<file path="config.mk">
export PLATFORM = sky130hd
export DESIGN_NAME = stepper_phase_chopper
export DESIGN_NICKNAME = d
export VERILOG_FILES = /design/src/rtl/chop_pkg.sv /design/src/rtl/chop_timer.sv /design/src/rtl/chop_fsm.sv /design/src/rtl/chop_gate_map.sv /design/src/rtl/stepper_phase_chopper.sv
export SDC_FILE = /design/constraint.sdc
export NUM_CORES = 1
export LEC_CHECK = 0
export BUFFER_PORTS_ARGS = -buffer_cell sky130_fd_sc_hd__buf_2
export CAP_MARGIN = 0
export CORE_UTILIZATION = 35
export DETAILED_ROUTE_END_ITERATION = 16
export PLACE_DENSITY_LB_ADDON = 0.12
export SLEW_MARGIN = 10
export SYNTH_ARGS = -nofsm -noshare
export SYNTH_HDL_FRONTEND = slang
export SYNTH_SLANG_ARGS = --single-unit
</file>
<file path="constraint.sdc">
create_clock -name clk -period 2.6 [get_ports clk]
set_clock_uncertainty 0.1 [all_clocks]
set_input_delay 0.52 -clock clk [delete_from_list [all_inputs] [get_ports clk]]
set_output_delay 0.52 -clock clk [all_outputs]
set_load 0.01 [all_outputs]
</file>
<file path="src/rtl/chop_pkg.sv">
package chop_pkg;

    typedef enum logic [2:0] {
        ST_IDLE  = 3'd0,
        ST_DEAD  = 3'd1,
        ST_BLANK = 3'd2,
        ST_DRIVE = 3'd3,
        ST_OFF   = 3'd4
    } chop_state_e;

    // Level code that means zero current and fast decay
    localparam logic [1:0] LVL_ZERO = 2'b11;

    typedef struct packed {
        logic a_hi;
        logic a_lo;
        logic b_hi;
        logic b_lo;
    } bridge_gates_t;

endpackage

</file>
<file path="src/rtl/chop_timer.sv">
module chop_timer #(
    parameter int CNT_W = 8
) (
    input  logic             clk,
    input  logic             rst_n,
    input  logic             load,
    input  logic [CNT_W-1:0] load_val,
    output logic             done
);

    logic [CNT_W-1:0] cnt_q;

    always_ff @(posedge clk or negedge rst_n) begin
        if (!rst_n) begin
            cnt_q <= '0;
        end else if (load) begin
            cnt_q <= load_val;
        end else if (cnt_q != '0) begin
            cnt_q <= cnt_q - 1'b1;
        end
    end

    assign done = (cnt_q == '0);

endmodule

</file>
<file path="src/rtl/chop_fsm.sv">
module chop_fsm
    import chop_pkg::*;
#(
    parameter int OFF_CYC   = 7500,
    parameter int BLANK_CYC = 250,
    parameter int DEAD_CYC  = 125
) (
    input  logic        clk,
    input  logic        rst_n,
    input  logic        hold_off,
    input  logic [1:0]  level,
    input  logic        dir,
    input  logic        trip,
    output chop_state_e state,
    output logic        drive_dir
);

    localparam int MAX_AB  = (OFF_CYC > BLANK_CYC) ? OFF_CYC : BLANK_CYC;
    localparam int MAX_CYC = (MAX_AB > DEAD_CYC) ? MAX_AB : DEAD_CYC;
    localparam int CNT_W   = $clog2(MAX_CYC + 1);
    localparam logic [CNT_W-1:0] OFF_LD   = CNT_W'(OFF_CYC - 1);
    localparam logic [CNT_W-1:0] BLANK_LD = CNT_W'(BLANK_CYC - 1);
    localparam logic [CNT_W-1:0] DEAD_LD  = CNT_W'(DEAD_CYC - 1);

    chop_state_e      state_q, state_d;
    logic             dir_q;
    logic             dir_take;
    logic             tmr_load;
    logic [CNT_W-1:0] tmr_val;
    logic             tmr_done;
    logic             stop_all;

    assign stop_all = hold_off || (level == LVL_ZERO);

    chop_timer #(.CNT_W(CNT_W)) u_timer (
        .clk      (clk),
        .rst_n    (rst_n),
        .load     (tmr_load),
        .load_val (tmr_val),
        .done     (tmr_done)
    );

    // State register
    always_ff @(posedge clk or negedge rst_n) begin
        if (!rst_n) begin
            state_q <= ST_IDLE;
            dir_q   <= 1'b0;
        end else begin
            state_q <= state_d;
            if (dir_take) begin
                dir_q <= dir;
            end
        end
    end

    // Next state and timer control
    always_comb begin
        state_d  = state_q;
        tmr_load = 1'b0;
        tmr_val  = '0;
        dir_take = 1'b0;
        if (stop_all) begin
            state_d = ST_IDLE;
        end else begin
            unique case (state_q)
                ST_IDLE: begin
                    state_d  = ST_DEAD;
                    tmr_load = 1'b1;
                    tmr_val  = DEAD_LD;
                end
                ST_DEAD: begin
                    if (tmr_done) begin
                        state_d  = ST_BLANK;
                        tmr_load = 1'b1;
                        tmr_val  = BLANK_LD;
                        dir_take = 1'b1;
                    end
                end
                ST_BLANK: begin
                    if (dir != dir_q) begin
                        state_d  = ST_DEAD;
                        tmr_load = 1'b1;
                        tmr_val  = DEAD_LD;
                    end else if (tmr_done) begin
                        state_d = ST_DRIVE;
                    end
                end
                ST_DRIVE: begin
                    if (dir != dir_q) begin
                        state_d  = ST_DEAD;
                        tmr_load = 1'b1;
                        tmr_val  = DEAD_LD;
                    end else if (trip) begin
                        state_d  = ST_OFF;
                        tmr_load = 1'b1;
                        tmr_val  = OFF_LD;
                    end
                end
                ST_OFF: begin
                    if (tmr_done) begin
                        state_d  = ST_BLANK;
                        tmr_load = 1'b1;
                        tmr_val  = BLANK_LD;
                        dir_take = 1'b1;
                    end
                end
                default: state_d = ST_IDLE;
            endcase
        end
    end

    // Outputs
    always_comb begin
        state     = state_q;
        drive_dir = dir_q;
    end


    dir_turn_chk: assert property (@(posedge clk) disable iff (!rst_n)
        (!stop_all && (state_q == ST_BLANK || state_q == ST_DRIVE) && dir != dir_q)
        |=> state_q == ST_DEAD);


    trip_off_chk: assert property (@(posedge clk) disable iff (!rst_n)
        (!stop_all && state_q == ST_DRIVE && dir == dir_q && trip)
        |=> state_q == ST_OFF);


    blank_mask_chk: assert property (@(posedge clk) disable iff (!rst_n)
        (state_q == ST_BLANK && !tmr_done) |=> state_q != ST_OFF);


    idle_exit_chk: assert property (@(posedge clk) disable iff (!rst_n)
        (state_q == ST_IDLE) |=> (state_q == ST_IDLE || state_q == ST_DEAD));

endmodule

</file>
<file path="src/rtl/chop_gate_map.sv">
module chop_gate_map
    import chop_pkg::*;
(
    input  logic          clk,
    input  logic          rst_n,
    input  chop_state_e   state,
    input  logic          drive_dir,
    output bridge_gates_t gates
);

    logic on;

    always_comb begin
        on         = (state == ST_BLANK) || (state == ST_DRIVE);
        gates.a_hi = on &&  drive_dir;
        gates.b_lo = on &&  drive_dir;
        gates.b_hi = on && !drive_dir;
        gates.a_lo = on && !drive_dir;
    end


    leg_a_excl_chk: assert property (@(posedge clk) disable iff (!rst_n)
        !(gates.a_hi && gates.a_lo));


    leg_b_excl_chk: assert property (@(posedge clk) disable iff (!rst_n)
        !(gates.b_hi && gates.b_lo));


    diagonal_chk: assert property (@(posedge clk) disable iff (!rst_n)
        (gates != '0) |-> ($countones(gates) == 2 &&
                           gates.a_hi == gates.b_lo && gates.b_hi == gates.a_lo));


    no_direct_flip_chk: assert property (@(posedge clk) disable iff (!rst_n)
        (gates != '0 && $past(gates) != '0) |-> gates == $past(gates));

endmodule

</file>
<file path="src/rtl/stepper_phase_chopper.sv">
module stepper_phase_chopper
    import chop_pkg::*;
#(
    parameter int OFF_CYC   = 7500,
    parameter int BLANK_CYC = 250,
    parameter int DEAD_CYC  = 125
) (
    input  logic       clk,
    input  logic       rst_n,
    input  logic [1:0] level_i,
    input  logic       dir_i,
    input  logic       trip_i,
    input  logic       standby_i,
    input  logic       therm_fault_i,
    output logic [1:0] thr_sel_o,
    output logic       gate_ah_o,
    output logic       gate_al_o,
    output logic       gate_bh_o,
    output logic       gate_bl_o
);

    chop_state_e   state;
    logic          drive_dir;
    bridge_gates_t gates;
    logic          forced;
    logic [1:0]    sel_q;

    assign forced = standby_i || therm_fault_i;

    chop_fsm #(
        .OFF_CYC   (OFF_CYC),
        .BLANK_CYC (BLANK_CYC),
        .DEAD_CYC  (DEAD_CYC)
    ) u_fsm (
        .clk       (clk),
        .rst_n     (rst_n),
        .hold_off  (forced),
        .level     (level_i),
        .dir       (dir_i),
        .trip      (trip_i),
        .state     (state),
        .drive_dir (drive_dir)
    );

    chop_gate_map u_gates (
        .clk       (clk),
        .rst_n     (rst_n),
        .state     (state),
        .drive_dir (drive_dir),
        .gates     (gates)
    );

    always_ff @(posedge clk or negedge rst_n) begin
        if (!rst_n) begin
            sel_q <= LVL_ZERO;
        end else begin
            sel_q <= forced ? LVL_ZERO : level_i;
        end
    end

    assign thr_sel_o = sel_q;
    assign gate_ah_o = gates.a_hi;
    assign gate_al_o = gates.a_lo;
    assign gate_bh_o = gates.b_hi;
    assign gate_bl_o = gates.b_lo;


    forced_off_chk: assert property (@(posedge clk) disable iff (!rst_n)
        forced |=> (gates == '0 && thr_sel_o == LVL_ZERO));


    zero_level_chk: assert property (@(posedge clk) disable iff (!rst_n)
        (level_i == LVL_ZERO) |=> gates == '0);


    sel_track_chk: assert property (@(posedge clk) disable iff (!rst_n)
        !forced |=> thr_sel_o == $past(level_i));

endmodule

</file>
* Word-level counts from Yosys, hierarchy flattened
Cells that the tools add are included.
Word-level totals: register bits 19, word-level logic and storage cells 50, output and inout port bits 6, input port bits 8
Operators by class: reductions and logical operators 12, eq/ne operators 9, multiplexer cells 24, add/sub/neg operators 1
Operators with widths (count):
- two-way mux 13 bit | 5
- case mux 13 bit (4 select lines) | 1
- two-way mux 3 bit | 6
- logical NOT 13 bit | 1
- nonzero test 13 bit | 1
- subtractor 13 x 1 -> 13 bit (second input constant) | 1
- case mux 3 bit (4 select lines) | 1
- two-way mux 8 bit | 1
- two-way mux 1 bit | 7
- two-way mux 7 bit | 1
- == test 3 x 2 -> 1 bit (second input constant) | 2
- != test 4 x 1 -> 1 bit (second input constant) | 1
- != test 4 x 2 -> 1 bit (second input constant) | 1
- case mux 1 bit (4 select lines) | 1
- == test 3 x 1 -> 1 bit (second input constant) | 1
- == test 3 bit (second input constant) | 1
- logical NOT 3 bit | 1
- logical OR 1 bit | 3
- != test 3 x 1 -> 1 bit (second input constant) | 1
- AND reduction 3 bit | 1
- == test 2 bit (second input constant) | 1
- logical AND 1 bit | 2
- two-way mux 2 bit | 1
- nonzero test 2 bit | 1
- other kinds (3) | 3

* Longest topological paths before layout
Gate-level depths: netlist (run 1).
word-level depth 5, mapped depth 7, gate-level depth less buffers 6

* Hierarchy
Synthesis (run 1) repeated with hierarchy kept, for this count alone.
Unflattened totals: cell total of the unflattened synthesis 137, area total of the unflattened synthesis 1265.0 um^2
Modules (own cells, without submodules):
- chop_timer | cells an instance 82, area each 767.0 um^2, times used 1, seq. area each 325.3 um^2
- chop_fsm | cells an instance 46, area each 390.4 um^2, times used 1, seq. area each 100.1 um^2
- stepper_phase_chopper | cells an instance 5, area each 71.3 um^2, times used 1, seq. area each 52.6 um^2
- chop_gate_map | cells an instance 4, area each 36.3 um^2, times used 1, seq. area each 0.0 um^2

* Least setup slack after synthesis (run 1)
No wires, ideal clock.
path type in2reg, from in level_i[0], to reg u_fsm.u_timer.cnt_q[10], library setup time 0.133 ns, arrival 1.562 ns, buffers on the path 0, cell stages on the path 4, slack 0.805 ns, cells stage by stage a2111o_1 -> a311o_1 -> nand2_1 -> o21ai_0
Between the ends: cells in the longest elaborated chain, start to end 4
Ends and longest elaborated chain:
- from (decl) | RTL line stepper_phase_chopper.sv:10 | input logic [1:0] level_i,
- == test 2 bit (*) | RTL line chop_fsm.sv:33 | assign stop_all = hold_off || (level == LVL_ZERO);
- logical OR 1 bit (*) | RTL line chop_fsm.sv:33
- two-way mux 13 bit / two-way mux 1 bit (equally long branches) | RTL line chop_fsm.sv:62 | if (stop_all) begin
- two-way mux 13 bit / nonzero test 2 bit (equally long branches)
- to (signal assigned) | RTL line chop_timer.sv:17 | cnt_q <= load_val;
- to (signal assigned) | RTL line chop_timer.sv:19 | cnt_q <= cnt_q - 1'b1;
- to (decl) | RTL line chop_timer.sv:11 | logic [CNT_W-1:0] cnt_q;
Every way passes the cells marked *; elsewhere a longest branch is shown, timed or not. A chain may end at the register's enable or synchronous reset.

* Worst setup path in the final report (run 1)
from reg u_fsm.u_timer.cnt_q[1], to reg u_fsm.dir_q (netlist: u_fsm.drive_dir)
Between the ends: cells in the longest elaborated chain, start to end 4
Ends and longest elaborated chain:
- logical NOT 13 bit | RTL line chop_timer.sv:23 | assign done = (cnt_q == '0);
- two-way mux 1 bit | RTL line chop_fsm.sv:72, chop_fsm.sv:100
- two-way mux 1 bit
- two-way mux 1 bit | RTL line chop_fsm.sv:62
- to (signal assigned) | RTL line chop_fsm.sv:51 | dir_q <= dir;
- to (decl) | RTL line chop_fsm.sv:26 | logic dir_q;
No other way between the ends.

==> results_dict.tcl, run 1 <==
set metrics [dict create \
    status "completed" \
    finalWirelength_um 2720 \
    antenna_left 0 \
    period_needed_ns 2.02 \
    synthDistinctLibCells 52 \
    worstSetupStartpointType "register" \
    via_count 1013 \
    seq_area_frac_synth_pct 38.0 \
    p_sw_mw 0.288 \
    drtIter0Drc 36 \
    wire_per_inst_um 14.5 \
    grt_pass1_wl_um 4550 \
    layout_commonest_cell "dfrtp_1" \
    num_rows 21 \
    drive_above_1_share_pct 21.3 \
    viasPerCell 5.42 \
    die_area_um2 3830 \
    nets 152 \
    synth_warnings 0 \
    totalPowerFinal_mw 0.803 \
    pwr_density_cell_nw_per_um2 589 \
    cts-buffers-inserted 3 \
    post_cts_buffers 0 \
    cts_hold_buf 0 \
    cts_root_buf "clkbuf_4" \
    p_int_mw 0.516 \
    critical_path.max_stage_delay_ns 0.42 \
    pwr-share-seq_pct 51.5 \
    cts_resized 0 \
    cts.clk_slew.worst_paths_ns 0.11 \
    synth_async_sr_flop_share_pct 100 \
    whs_ns 0.0516 \
    fin_setup_tns_ns 0 \
    htreeDepth 1 \
    ff2ff_setup_slack_ns 0.58 \
    cp.arrival_ns 2.11 \
    gp_congestion 0.823 \
    io_pins 14 \
    rsz0062_at_grt "false" \
    ys_ff_latch 19 \
    top_usage_layer "met2" \
    hold_violations 0 \
    grt_use_met2_pct 25.0 \
    required_ns 2.69 \
    switching_share_pct 35.8 \
    die_w_um 61.9 \
    slew_viol_final 0 \
    grt_max_degree 20 \
    max_freq_mhz 496 \
    fp.dieH_um 61.9 \
    cts_num_sinks 19 \
    maxCapViolCount 0 \
    grt_use_total_pct 16.6 \
    syn_inst 130 \
    r2r-start "u_fsm.u_timer.cnt_q[1]" \
    fin_crit_sh_pct 77.6 \
    numPortBuffers 13 \
    leakagePower_nw 0.536 \
    core-area_um2 3390 \
    synth_flop_cell "dfrtp_1" \
    peakVddDrop_mv 0.361 \
    place_ws_ns 0.409 \
    start_util_pct 37.1 \
    final.setup.worst_slack_ns 0.584 \
    cts_tree "done" \
    hold_class "input pin to asynchronous set/reset pin" \
    grtUsageMet1_pct 23.7 \
    cts_buffer_depth 2 \
    antenna_found_initial 0 \
    synth-edff-count 0 \
    diodes 0 \
    met3_usage_pct 4.35 \
    setup_viol 0 \
    overflow 0 \
    r2r_cells 6 \
    crit_type "register to register" \
    syn_avg_cell_area_um2 9.66 \
    clock_latency_ns 0.30 \
    synth.net_count 140 \
    dr.pass1.iters 4 \
    power.share.combinational_pct 29.9 \
    crit_path_end_kind "register" \
    regToRegEndpoint "u_fsm.drive_dir" \
    dp_hpwl_um 1990 \
    tightest_slew_ns 0.542 \
    max-slew-margin-rel_pct 63.6 \
    cp_slowest_cell "dfrtp_1" \
    synth_area_um2 1260 \
    drc 0 \
    clockPowerShare_pct 18.6 \
    grt_pass1_vias 968 \
    layout_common_cells "dfrtp_1 (17), buf_2 (13), o21ai_0 (12)" \
    cp_max_fo 8 \
    path_cells "inv_1, ha_1, nor2b_1, and4_1, nand2_2, mux2_4" \
    area_growth_pct 8.67 \
]
## how the worst max path moves through the flow
stage	start	slack, ns	to	depth (start not counted)
6_report	u_fsm.u_timer.cnt_q[1]	0.58	u_fsm.drive_dir	6
5_1_grt	u_fsm.u_timer.cnt_q[3]	0.38	u_fsm.u_timer.cnt_q[9]	4
4_1_cts	u_fsm.u_timer.cnt_q[3]	0.58	u_fsm.drive_dir	4
3_5_place_dp	level_i[0]	0.41	u_fsm.u_timer.cnt_q[7]	5
3_3_place_gp	level_i[0]	0.39	u_fsm.u_timer.cnt_q[7]	5
2_1_floorplan	level_i[0]	0.80	u_fsm.u_timer.cnt_q[10]	4
## critical path: cells and delay by family (launching register included)
kind / cells / cell delay, ns
buf+inv: 1 / 0.12
simple gates: 3 / 0.78
flops: 1 / 0.42
fa+ha+maj: 1 / 0.19
mux: 1 / 0.30
## cells in the mapped netlist (all sizes together) (2+ instances only)
| cell type | count | area share (%) |
|---|---|---|
| a211oi | 2 | 1.6 |
| nor2b | 2 | 1.0 |
| or3 | 2 | 1.0 |
| nor2 | 9 | 2.7 |
| xnor2 | 5 | 3.5 |
| and4 | 2 | 1.4 |
| nand2b | 2 | 1.0 |
| o211ai | 2 | 1.2 |
| nor3 | 4 | 2.5 |
| buf | 7 | 4.1 |
| o311ai | 2 | 1.4 |
| xor2 | 5 | 3.5 |
| dfstp | 2 | 4.2 |
| nand4 | 2 | 2.2 |
| a311oi | 2 | 1.4 |
| inv | 5 | 1.5 |
| nand3 | 4 | 1.6 |
| o21ai | 14 | 5.6 |
| o31a | 2 | 1.4 |
| a21oi | 5 | 2.3 |
| nor4 | 5 | 4.2 |
| dfrtp | 17 | 34 |
| nand2 | 8 | 2.6 |
| ha | 2 | 2.0 |
## power by group through the flow
stage | logic [mW] | registers [mW] | clock network [mW]
2_1_floorplan | 0.189 | 0.401 | 0
3_3_place_gp | 0.242 | 0.415 | 0
3_5_place_dp | 0.243 | 0.415 | 0
4_1_cts | 0.242 | 0.410 | 0.165
5_1_grt | 0.273 | 0.421 | 0.175
6_report | 0.240 | 0.414 | 0.150
## cells by family (layout without fill, tap and decap cells)
logic type      count (synthesis)  after routing  share of synthesized area (%)
fa+ha+maj                       2              2                           1.99
flops                          19             19                           38.0
buf+inv                        13             24                           5.88
mux                             2              2                           1.99
compound gates                 40             40                           22.9
xor+xnor                       10             10                           6.97
simple gates                   44             44                           22.2
## state kept, by name, summed over array words and instances, names as in the netlist
name                 cells
u_fsm.u_timer.cnt_q     13
u_fsm.state              3
thr_sel_o                2
u_fsm.drive_dir          1
## metal layers
layer  share of wire [%]  routed length [µm]
met1                  49                1340
met5                   0                   0
met4                0.81                  22
met2                  46                1250
met3                 3.7                 101
## stage by stage
stage / util (%) / cells / area (µm²)
global route: 40.3 / 187 / 1370
global placement: 39.5 / 183 / 1340
floorplan: - / 130 / 1260
finish: 40.3 / 187 / 1370
detailed placement: 39.5 / 183 / 1340
CTS: 40.3 / 187 / 1370
## final cells by class
class | count | area (µm²)
repair buffers | 15 | 80.1
inverters | 5 | 18.8
clock buffers | 4 | 26.3
multi-input cells | 98 | 704
fillers | 343 | 2020
flip-flops and latches | 19 | 478
well taps | 46 | 57.6
(Power assumes the default switching activity.)
==> inputs of run 2 (changes only) <==
==> constraint.sdc (replaced) <==
create_clock -name clk -period 2 [get_ports clk]
set_clock_uncertainty 0.1 [all_clocks]
set_input_delay 0.4 -clock clk [delete_from_list [all_inputs] [get_ports clk]]
set_output_delay 0.4 -clock clk [all_outputs]
set_load 0.01 [all_outputs]
==> results_dict.tcl, run 2 (synthesized netlist as in run 1, its figures left out) <==
set metrics [dict create \
    wire_per_inst_um 14.3 \
    grt_pass1_vias 975 \
    power.share.combinational_pct 31.7 \
    via_count 1054 \
    tightest_slew_ns 0.457 \
    cp_slowest_cell "dfrtp_1" \
    peakVddDrop_mv 0.295 \
    diodes 0 \
    grt_max_degree 20 \
    pwr_density_cell_nw_per_um2 746 \
    top_register "u_fsm.u_timer.cnt_q" \
    crit_path_end_kind "register" \
    num_rows 21 \
    dr.pass1.iters 3 \
    crit_type "register to register" \
    dp_hpwl_um 2140 \
    cp.arrival_ns 2.01 \
    place_ws_ns -0.0383 \
    path_cells "nor4_2, buf_4, and4_2, buf_4, a21oi_1, o311ai_1" \
    cts_tree "done" \
    required_ns 2.10 \
    die_area_um2 3830 \
    fill_cells 340 \
    fin_setup_tns_ns 0 \
    cts_num_sinks 19 \
    cts-buffers-inserted 3 \
    period_needed_ns 1.92 \
    drtIter0Drc 28 \
    antenna_found_initial 0 \
    switching_share_pct 35.9 \
    leakagePower_nw 0.584 \
    p_int_mw 0.688 \
    drc 0 \
    layout_common_cells "dfrtp_1 (17), buf_2 (13), o21ai_0 (12)" \
    area_growth_pct 14.6 \
    die_w_um 61.9 \
    clockPowerShare_pct 18.5 \
    status "completed" \
    hold_class "input pin to register" \
    cts_buffer_depth 2 \
    grt_use_total_pct 16.7 \
    pwr-share-seq_pct 49.8 \
    slew_viol_final 0 \
    gp_congestion 0.793 \
    setup_viol 0 \
    critical_path.max_stage_delay_ns 0.46 \
    cts_root_buf "clkbuf_4" \
    clock_latency_ns 0.30 \
    numPortBuffers 13 \
    layout_commonest_cell "dfrtp_1" \
    crit_path_frequent_cell "buf_4" \
    multiInputGateArea_um2 708 \
    htreeDepth 1 \
    largest_register_ffs 13 \
    nets 161 \
    fp.dieH_um 61.9 \
    drive_above_1_share_pct 27.3 \
    finalWirelength_um 2790 \
    cts.clk_slew.worst_paths_ns 0.12 \
    max_freq_mhz 522 \
    worstSetupStartpointType "register" \
    core-area_um2 3390 \
    antenna_left 0 \
    start_util_pct 37.1 \
    p_sw_mw 0.386 \
    final.setup.worst_slack_ns 0.0847 \
    fin_crit_sh_pct 95.8 \
    hold_violations 0 \
    viasPerCell 5.38 \
    max-slew-margin-rel_pct 69.5 \
    io_pins 14 \
    overflow 0 \
    seqCellArea_um2 478 \
    maxCapViolCount 0 \
    cp_max_fo 11 \
    totalPowerFinal_mw 1.07 \
    grt_pass1_wl_um 4580 \
]
run 2: cell count changes in the layout (fill, tap and decap cells not counted):
cell	before	now
and4_1	2	1
nor2b_2	0	1
and4_2	0	1
nor2b_1	2	1
buf_4	2	10
dlygate4sd3_1	0	1
clkinv_2	0	1
clkbuf_1	1	0
run 2: critical path: cells and delay by family, from the launching register on:
family	cells	cell delay, ns
compound gates	2	0.30
buf+inv	2	0.38
flops	1	0.46
simple gates	2	0.59
run 2: per-layer routing:
layer	part of all wire [%]	wire length, µm	GRT usage, %
met5	0	0	0
met1	47	1330	22.2
met3	2.1	59	2.69
met2	50	1390	27.5
met4	0.68	19	6.03
run 2: layout make-up:
class	instances	area share, %
repair buffers	24	10.4
flip-flops and latches	19	33.2
clock inverters	1	0.348
multi-input cells	98	49.2
inverters	5	1.30
clock buffers	3	1.56
well taps	46	4.00
run 2: path summary, 6_finish.rpt:
path                                        startpoint                      to  slack (ns)  depth (start not counted)
worst min-delay path                        level_i[1]            thr_sel_o[1]        0.25                          2
worst max-delay path            u_fsm.u_timer.cnt_q[3]  u_fsm.u_timer.cnt_q[6]        0.08                          6
worst max register to register  u_fsm.u_timer.cnt_q[3]  u_fsm.u_timer.cnt_q[6]        0.08                          6
worst min register to register  u_fsm.u_timer.cnt_q[9]  u_fsm.u_timer.cnt_q[9]        0.49                          1
max in group asynchronous                        rst_n            thr_sel_o[0]        0.98                          2
min in group asynchronous                        rst_n  u_fsm.u_timer.cnt_q[6]        0.47                          2
run 2: power groups by stage:
| stage | clock network, mW | logic [mW] | registers (mW) |
|---|---|---|---|
| after detailed placement | 0 | 0.333 | 0.542 |
| after floorplan | 0 | 0.245 | 0.521 |
| after global placement | 0 | 0.328 | 0.540 |
| after CTS | 0.209 | 0.336 | 0.534 |
| final | 0.198 | 0.341 | 0.535 |
| after global routing | 0.231 | 0.382 | 0.547 |
run 2: metrics by stage:
| step | area (µm²) | utilization [%] | hold WS (ns) | std cells |
|---|---|---|---|---|
| after global routing | 1440 | 42.5 | 0.236 | 196 |
| after floorplan | 1260 | - | 0.00441 | 130 |
| final | 1440 | 42.5 | 0.250 | 196 |
| after detailed placement | 1390 | 41.0 | 0.279 | 190 |
| after CTS | 1430 | 42.2 | 0.245 | 195 |
| after global placement | 1390 | 41.0 | 0.273 | 190 |
run 2: repair_timing:
item	in CTS	in global routing
hold buffers	1	0
setup endpoints to repair	0	8
hold endpoints to repair	17	0
setup buffers	0	1
resized for setup	0	2
==> inputs of run 3 (changes only) <==
--- a/config.mk
+++ b/config.mk
@@ -5,10 +5,11 @@
 export SDC_FILE = /design/constraint.sdc
 export NUM_CORES = 1
 export LEC_CHECK = 0
-export BUFFER_PORTS_ARGS = -buffer_cell sky130_fd_sc_hd__buf_2
 export CAP_MARGIN = 0
 export CORE_UTILIZATION = 35
+export CTS_BUF_LIST = sky130_fd_sc_hd__clkbuf_16
 export DETAILED_ROUTE_END_ITERATION = 16
+export DONT_BUFFER_PORTS = 1
 export PLACE_DENSITY_LB_ADDON = 0.12
 export SLEW_MARGIN = 10
 export SYNTH_ARGS = -nofsm -noshare
==> results_dict.tcl, run 3 (synthesized netlist as in run 1, its figures left out) <==
set metrics [dict create \
    status "completed" \
    layout_common_cells "dfrtp_1 (17), o21ai_0 (12), nor2_1 (9), buf_4 (9)" \
    maxCapViolCount 0 \
    htreeDepth 1 \
    wire_per_inst_um 15.6 \
    post_cts_buffers 0 \
    dp_hpwl_um 2090 \
    finalNonFillerCells 182 \
    cts_num_sinks 19 \
    dpl_cell_area_um2 1330 \
    core-area_um2 3390 \
    layout_commonest_cell "dfrtp_1" \
    cp.arrival_ns 1.98 \
    area_growth_pct 13.5 \
    dr.pass1.iters 4 \
    pwr_density_cell_nw_per_um2 882 \
    worstSetupStartpointType "register" \
    fin_crit_sh_pct 95.9 \
    tightest_slew_ns 0.893 \
    required_ns 2.06 \
    viasPerCell 5.50 \
    gp_congestion 0.815 \
    fin_setup_tns_ns 0 \
    grt_pass1_wl_um 4570 \
    grt_use_total_pct 17.2 \
    hold_violations 0 \
    grt_max_degree 20 \
    largest_register_ffs 13 \
    via_count 1001 \
    totalPowerFinal_mw 1.26 \
    hold_class "input pin to register" \
    io_pins 14 \
    period_needed_ns 1.92 \
    whs_ns 0.158 \
    cts.clk_slew.worst_paths_ns 0.05 \
    drc 0 \
    die_area_um2 3830 \
    final.setup.worst_slack_ns 0.0814 \
    start_util_pct 37.1 \
    leakagePower_nw 0.549 \
    clock_latency_ns 0.25 \
    max-slew-margin-rel_pct 40.3 \
    cp_max_fo 6 \
    antenna_left 0 \
    slew_viol_final 0 \
    crit_type "register to register" \
    antenna_found_initial 0 \
    cts-buffers-inserted 3 \
    place_ws_ns 0.0898 \
    overflow 0 \
    dp.cells 177 \
    peakVddDrop_mv 0.529 \
    diodes 0 \
    design_area_um2 1430 \
    finalWirelength_um 2840 \
    grt_pass1_vias 958 \
    setup_viol 0 \
    fp.dieH_um 61.9 \
    numPortBuffers 0 \
    cts_buffer_depth 2 \
    cts_tree "done" \
    top_register "u_fsm.u_timer.cnt_q" \
    nets 147 \
    crit_path_end_kind "register" \
    final_util_pct 42.1 \
    drive_above_1_share_pct 19.9 \
    num_rows 21 \
    drtIter0Drc 31 \
    die_w_um 61.9 \
    cts_root_buf "clkbuf_16" \
    max_freq_mhz 521 \
]
run 3: path summary, 6_finish.rpt:
path	to	slack, ns	cells after the start	start
setup / recovery	u_fsm.u_timer.cnt_q[9]	0.08	7	u_fsm.u_timer.cnt_q[0]
min in group asynchronous	u_fsm.u_timer.cnt_q[10]	0.62	1	rst_n
max in group asynchronous	u_fsm.state[2]	0.63	1	rst_n
setup reg to reg	u_fsm.u_timer.cnt_q[9]	0.08	7	u_fsm.u_timer.cnt_q[0]
hold / removal	thr_sel_o[1]	0.16	1	level_i[1]
hold reg to reg	u_fsm.u_timer.cnt_q[0]	0.50	2	u_fsm.u_timer.cnt_q[0]
run 3: what timing repair did:
item	in CTS	in global routing
hold buffers	1	0
setup endpoints to repair	0	9
endpoints found under the hold margin	19	0
gates resized for setup	0	3
run 3: worst max-delay path, cell delays in order, from the launching register on:
cell	delay [ns]
dfrtp_1	0.37
inv_1	0.08
ha_1	0.22
nor2b_2	0.18
and4_1	0.22
buf_4	0.16
o31a_1	0.28
a311oi_2	0.23
run 3: where the power goes:
part	internal [mW]	switching, mW
Combinational	0.145	0.165
Sequential	0.450	0.0879
Clock	0.266	0.144
run 3: cell type report:
cell class	instances	area, µm²
flip-flops and latches	19	478
repair buffers	10	77.6
inverters	5	18.8
well taps	46	57.6
clock inverters	1	3.75
multi-input cells	98	716
clock buffers	3	75.1
fillers	323	1960
run 3: metal layers:
metal  track usage (%)  share of wire, %  vias up
met5                 0                 0        -
met4              10.5               2.7        0
met3              4.97               3.9        7
met2              23.8                44       18
met1              23.4                49      480
li1                  -                 -      496
